`src/rtl/occ_mon_pkg.sv`:
```
package occ_mon_pkg;

    localparam int unsigned OCC_W = 24;
    localparam logic [OCC_W-1:0] OCC_TOP = {OCC_W{1'b1}};

    typedef struct packed {
        logic [OCC_W-1:0] cur;
        logic [OCC_W-1:0] peak;
    } occ_rec_t;

    function automatic logic [OCC_W-1:0] sat_add(input logic [OCC_W-1:0] a,
                                                 input logic [OCC_W-1:0] b);
        logic [OCC_W:0] s;
        s = {1'b0, a} + {1'b0, b};
        return s[OCC_W] ? OCC_TOP : s[OCC_W-1:0];
    endfunction

    function automatic logic [OCC_W-1:0] sat_sub(input logic [OCC_W-1:0] a,
                                                 input logic [OCC_W-1:0] b);
        return (b > a) ? '0 : (a - b);
    endfunction

endpackage

```
`src/rtl/occ_cell.sv`:
```
module occ_cell
    import occ_mon_pkg::*;
(
    input  logic             clk,
    input  logic             rst,
    input  logic             inc_en,
    input  logic [OCC_W-1:0] inc_amt,
    input  logic             dec_en,
    input  logic [OCC_W-1:0] dec_amt,
    input  logic             clr,
    output occ_rec_t         rec
);
    occ_rec_t         rec_q;
    logic [OCC_W-1:0] after_inc;
    logic [OCC_W-1:0] cur_nxt;
    logic [OCC_W-1:0] peak_nxt;

    always_comb begin
        after_inc = inc_en ? sat_add(rec_q.cur, inc_amt) : rec_q.cur;
        cur_nxt   = dec_en ? sat_sub(after_inc, dec_amt) : after_inc;
        if (clr)
            peak_nxt = cur_nxt;
        else if (cur_nxt > rec_q.peak)
            peak_nxt = cur_nxt;
        else
            peak_nxt = rec_q.peak;
    end

    always_ff @(posedge clk) begin
        if (rst) begin
            rec_q <= '0;
        end else begin
            rec_q.cur  <= cur_nxt;
            rec_q.peak <= peak_nxt;
        end
    end

    assign rec = rec_q;

    p_peak_ge_cur_r5: assert property (@(posedge clk) disable iff (rst)
        rec_q.peak >= rec_q.cur);

    p_clr_loads_cur_r6: assert property (@(posedge clk) disable iff (rst)
        clr |=> rec_q.peak == rec_q.cur);

    p_no_overflow_r3: assert property (@(posedge clk) disable iff (rst)
        (inc_en && !dec_en && rec_q.cur == OCC_TOP) |=> rec_q.cur == OCC_TOP);

    p_no_underflow_r4: assert property (@(posedge clk) disable iff (rst)
        (dec_en && !inc_en && dec_amt >= rec_q.cur) |=> rec_q.cur == '0);

endmodule

```
`src/rtl/occ_shadow.sv`:
```
module occ_shadow
    import occ_mon_pkg::*;
#(
    parameter int unsigned NUM_CNT = 12
) (
    input  logic                    clk,
    input  logic                    rst,
    input  logic                    snap,
    input  occ_rec_t [NUM_CNT-1:0]  live,
    output occ_rec_t [NUM_CNT-1:0]  held
);
    occ_rec_t [NUM_CNT-1:0] held_q;

    always_ff @(posedge clk) begin
        if (rst)
            held_q <= '0;
        else if (snap)
            held_q <= live;
    end

    assign held = held_q;

    p_snap_copies_r7: assert property (@(posedge clk) disable iff (rst)
        snap |=> held_q == $past(live));

    p_hold_between_r8: assert property (@(posedge clk) disable iff (rst)
        !snap |=> $stable(held_q));

endmodule

```
`src/rtl/occ_read_port.sv`:
```
module occ_read_port
    import occ_mon_pkg::*;
#(
    parameter int unsigned NUM_CNT = 12,
    parameter int unsigned IDX_W   = 4
) (
    input  logic                    clk,
    input  logic                    rst,
    input  logic                    rd_en,
    input  logic [IDX_W-1:0]        rd_idx,
    input  occ_rec_t [NUM_CNT-1:0]  held,
    output logic                    rd_valid,
    output occ_rec_t                rd_rec
);
    occ_rec_t sel;

    always_comb begin
        sel = '0;
        for (int i = 0; i < NUM_CNT; i++) begin
            if (rd_idx == IDX_W'(i))
                sel = held[i];
        end
    end

    always_ff @(posedge clk) begin
        if (rst) begin
            rd_valid <= 1'b0;
            rd_rec   <= '0;
        end else begin
            rd_valid <= rd_en;
            if (rd_en)
                rd_rec <= sel;
        end
    end

    p_read_latency_r9: assert property (@(posedge clk) disable iff (rst)
        rd_en |=> rd_valid);

    p_no_spurious_r9: assert property (@(posedge clk) disable iff (rst)
        !rd_en |=> !rd_valid);

endmodule

```
`src/rtl/occ_watermark_mon.sv`:
```
module occ_watermark_mon
    import occ_mon_pkg::*;
#(
    parameter int unsigned NUM_CNT = 12,
    localparam int unsigned IDX_W  = (NUM_CNT > 1) ? $clog2(NUM_CNT + 1) : 1
) (
    input  logic             clk,
    input  logic             rst,
    input  logic             inc_valid,
    input  logic [IDX_W-1:0] inc_idx,
    input  logic [23:0]      inc_amt,
    input  logic             dec_valid,
    input  logic [IDX_W-1:0] dec_idx,
    input  logic [23:0]      dec_amt,
    input  logic             snap,
    input  logic             clr_max,
    input  logic             rd_en,
    input  logic [IDX_W-1:0] rd_idx,
    output logic             rd_valid,
    output logic [23:0]      rd_cur,
    output logic [23:0]      rd_max
);
    occ_rec_t [NUM_CNT-1:0] live;
    occ_rec_t [NUM_CNT-1:0] held;
    occ_rec_t               rd_rec;

    for (genvar g = 0; g < NUM_CNT; g++) begin : g_cell
        logic hit_inc;
        logic hit_dec;
        assign hit_inc = inc_valid && (inc_idx == IDX_W'(g));
        assign hit_dec = dec_valid && (dec_idx == IDX_W'(g));

        occ_cell u_cell (
            .clk     (clk),
            .rst     (rst),
            .inc_en  (hit_inc),
            .inc_amt (inc_amt),
            .dec_en  (hit_dec),
            .dec_amt (dec_amt),
            .clr     (clr_max),
            .rec     (live[g])
        );
    end

    occ_shadow #(.NUM_CNT(NUM_CNT)) u_shadow (
        .clk  (clk),
        .rst  (rst),
        .snap (snap),
        .live (live),
        .held (held)
    );

    occ_read_port #(.NUM_CNT(NUM_CNT), .IDX_W(IDX_W)) u_rd (
        .clk      (clk),
        .rst      (rst),
        .rd_en    (rd_en),
        .rd_idx   (rd_idx),
        .held     (held),
        .rd_valid (rd_valid),
        .rd_rec   (rd_rec)
    );

    assign rd_cur = rd_rec.cur;
    assign rd_max = rd_rec.peak;

endmodule

```
`config.mk`:
```
export PLATFORM = sky130hd
export DESIGN_NAME = occ_watermark_mon
export DESIGN_NICKNAME = d
export VERILOG_FILES = /design/src/rtl/occ_mon_pkg.sv /design/src/rtl/occ_cell.sv /design/src/rtl/occ_shadow.sv /design/src/rtl/occ_read_port.sv /design/src/rtl/occ_watermark_mon.sv
export SDC_FILE = /design/constraint.sdc
export NUM_CORES = 2
export LEC_CHECK = 0
export BUFFER_PORTS_ARGS = -buffer_cell sky130_fd_sc_hd__buf_2
export CAP_MARGIN = 20
export CORE_ASPECT_RATIO = 1.75
export CORE_MARGIN = 2
export CORE_UTILIZATION = 60
export CTS_CLUSTER_DIAMETER = 200
export DETAILED_ROUTE_END_ITERATION = 10
export PLACE_DENSITY = 0.81
export SLEW_MARGIN = 5
export SYNTH_ARGS = -nofsm -noshare
export SYNTH_HDL_FRONTEND = slang
export SYNTH_SLANG_ARGS = --single-unit
```
`constraint.sdc`:
```
create_clock -name clk -period 20.7 [get_ports clk]
set_clock_uncertainty 0.1 [all_clocks]
set_input_delay 3.105 -clock clk [delete_from_list [all_inputs] [get_ports clk]]
set_output_delay 3.105 -clock clk [all_outputs]
set_load 0.01 [all_outputs]
```
==> metrics.txt <==
Die Area=143,900 um^2; CP Data Arrival Time=~13 ns; mapped cell area=~84,000 um^2; buffer levels on the longest clock path=3; Most Frequent Cell on Critical Path=buf_4; r2r setup slk=between 10 and 15 ns; VDD IR max=around 0.088 mV; sequential area share after synthesis=approximately 28%; CP startpoint kind=primary input; clk slew on worst S/H paths=0.07 ns; WHS Path Cells=2; antenna-violating nets left=0; leak pwr=~42 nW; largest net degree at the start of global routing=roughly 180; Hold-fix buffers, CTS=0; Setup CP Type=primary input to flop; Die H=500.3 um; worst-path fanout max=29; first-pass GRT wire length=~520,000 um; total gr overflow=0; Yosys reg bits=approximately 1,200; Buf+Inv Stages, Crit Path=5; critical path required time=21.23 ns; count of flip-flops with a built-in enable after synthesis=0; total wire length=approximately 360,000 um; final instance area=roughly 91,000 um^2; vias per inst=6.914; syn_nets=around 11,000; met2 Use GR=about three quarters; Yosys top cell area share=28.47%; post-synth top area cell=dfxtp_1; Crit. End Element=flop; synth unique cells=106; Post-Place Cell Area=87,000 um^2; Crit. path cell count=31; commonest non-fill, non-tap cells in the layout=nor2_1, dfxtp_1, ha_1; met1 usage=51.00%; post-CTS resize count=0; met3 track demand over resource=between 10 and 15%; Overall Global Routing Usage=between 40% and 50%; vias=84,620; Core Region=140,000 um^2; initial antenna violation count=27; Ys Warns=0; total CTS buffers=~110; worst slew pin tran=approximately 1.5 ns; f_max=between 0.08 and 0.09 GHz; Total Nets Final=roughly 11,000; Hold Crit Endpoint=u_rd.rd_rec[1]; H-tree levels=3; Synth async-reset ratio=0%; Die X-Extent=about 290 um; Max stage delay on crit path=~0.96 ns; max_slew headroom=under 10%; ys flop type=dfxtp_1; Synth Instances=10,320; residual DRC count=0; drt first pass iters=11; Reg2Reg Depth=30; PortBufs=around 120; Root Driver=clkbuf_16; initial core utilization=60.30%; Syn-to-layout area delta=8.055%; vias in the first global route=around 80,000; layout cells sized above 1=under 10%; Hold Crit Class=flop to flop; max cap viols=0; min-delay src=u_rd.rd_rec[1]; Clock Sink Count=between 1,000 and 1,500; Ports=116; period utilization=about three fifths; Final TNS setup=0 ns; final hold vios=0; Worst path slowest cell=a21oi_1; Synth area leaders=dfxtp_1, ha_1, mux2i_1, nor2_1, a21oi_1; RSZ-0062 raised after global routing=no; grt peak-use layer=met2; commonest non-fill, non-tap cell in the layout=nor2_1; reg2reg start=g_cell[9].u_cell.rec[24]; Setup-failing EPs final=0; reg-to-reg endpoint=g_cell[9].u_cell.rec[8]; Filler Cell Count=~12,000; Top Family by Delay on Critical Path=compound AO/OA/AOI/OAI gates; routability cong.=about 1.1; status=finished, final reports clean; WL per Instance=29.50 um; syn avg cell area=8.186 um^2; DRT iter0 DRCs=around 10,000; Max Transition Viols Final=0; # rows=roughly 180; clk_lat worst skew=0.77 ns; DP HPWL=262,500 um; pwr/cell area=about 72 nW/um^2; Final min period=12.12 ns; CTS tree=done; post-CTS setup buffer count=0
## metal layers
metal | vias up | part of all wire [%]
li1 | 37540 | -
met1 | 39750 | 32
met2 | 5442 | 44
met3 | 1873 | 10
met4 | 12 | 13
met5 | - | 0.021
## stage by stage
step	hold slack, ns	worst slack (ns)	total power [mW]	cells	utilization (%)
after global routing	0.3924	8.007	6.746	12180	65.05
after detailed placement	0.3645	8.036	4.210	11960	62.12
final	0.3783	8.580	6.543	12240	65.15
after floorplan	0.3520	10.28	3.695	10320	-
after global placement	0.3618	8.156	4.170	11960	62.12
after CTS	0.3770	8.738	6.459	12170	64.97
## tightest hold or removal path: stages, from the launching register on
cell	delay (ns)
dfxtp_1	0.31
nor2_1	0.08
nor3_1	0.05
## synthesized netlist by cell type, drive strengths merged (26+ instances only)
cell        n
nor2b      89
clkbuf    362
a21o      265
a22oi     183
nor3      138
a31oi      60
a21oi     765
a22o       80
buf       104
and2      181
inv       620
and3       55
o32ai      36
xnor2     251
mux2i     730
or3        54
xor2      135
o21ai     506
nand2     394
o22a       71
a211oi    248
nor2     1583
nand2b     71
ha        864
nand4      79
a311oi     36
o31ai      42
o211ai     97
o21bai     51
a221oi     43
a222oi     57
nor4       28
o22ai      47
a2111oi    27
o21a      134
or2        39
dfxtp    1201
nand3     151
a211o      26
## cell families (layout without fill, tap and decap cells)
family / after synthesis / after routing / synth area share (%)
mux: 743 / 743 / 8.840
buf+inv: 1086 / 1111 / 4.878
xor+xnor: 386 / 386 / 4.004
fa+ha+maj: 888 / 888 / 13.37
compound gates: 3054 / 3054 / 24.58
flops: 1201 / 1201 / 28.47
simple gates: 2957 / 2957 / 15.85
other cells: 0 / 60 / 0
## report_power, final
group	leakage, nW	switching [mW]	internal (mW)	total, mW
clock network	1.94	1.04	1.26	2.29
logic	30.3	1.03	0.602	1.63
registers	9.75	0.161	2.46	2.62
total	42.0	2.23	4.32	6.54
## state kept, by name, summed over array words and instances, names as in the netlist
| signal | count |
|---|---|
| u_rd.rd_rec | 48 |
| u_rd.rd_valid | 1 |
| u_shadow.held | 576 |
| g_cell.u_cell.rec | 576 |
## layout make-up
| cell class | instances | area (um^2) | share of cell area, % |
|---|---|---|---|
| antenna | 60 | 150.1 | 0.1646 |
| clock buffer | 141 | 3114 | 3.413 |
| clock inverter | 69 | 877.1 | 0.9612 |
| inverter | 620 | 2332 | 2.556 |
| multi-input combinational | 8028 | 56490 | 61.91 |
| sequential | 1201 | 24040 | 26.35 |
| tap | 1840 | 2302 | 2.523 |
| timing repair buffer | 281 | 1932 | 2.117 |
## worst max-delay path by stage
stage / startpoint / to
final: inc_amt[1] / g_cell[9].u_cell.rec[8]
after detailed placement: inc_amt[1] / g_cell[9].u_cell.rec[8]
after global routing: inc_amt[1] / g_cell[9].u_cell.rec[20]
after floorplan: inc_amt[0] / g_cell[1].u_cell.rec[10]
after CTS: inc_amt[1] / g_cell[9].u_cell.rec[8]
after global placement: inc_amt[1] / g_cell[9].u_cell.rec[12]
Power figures use the tool's default switching activity.
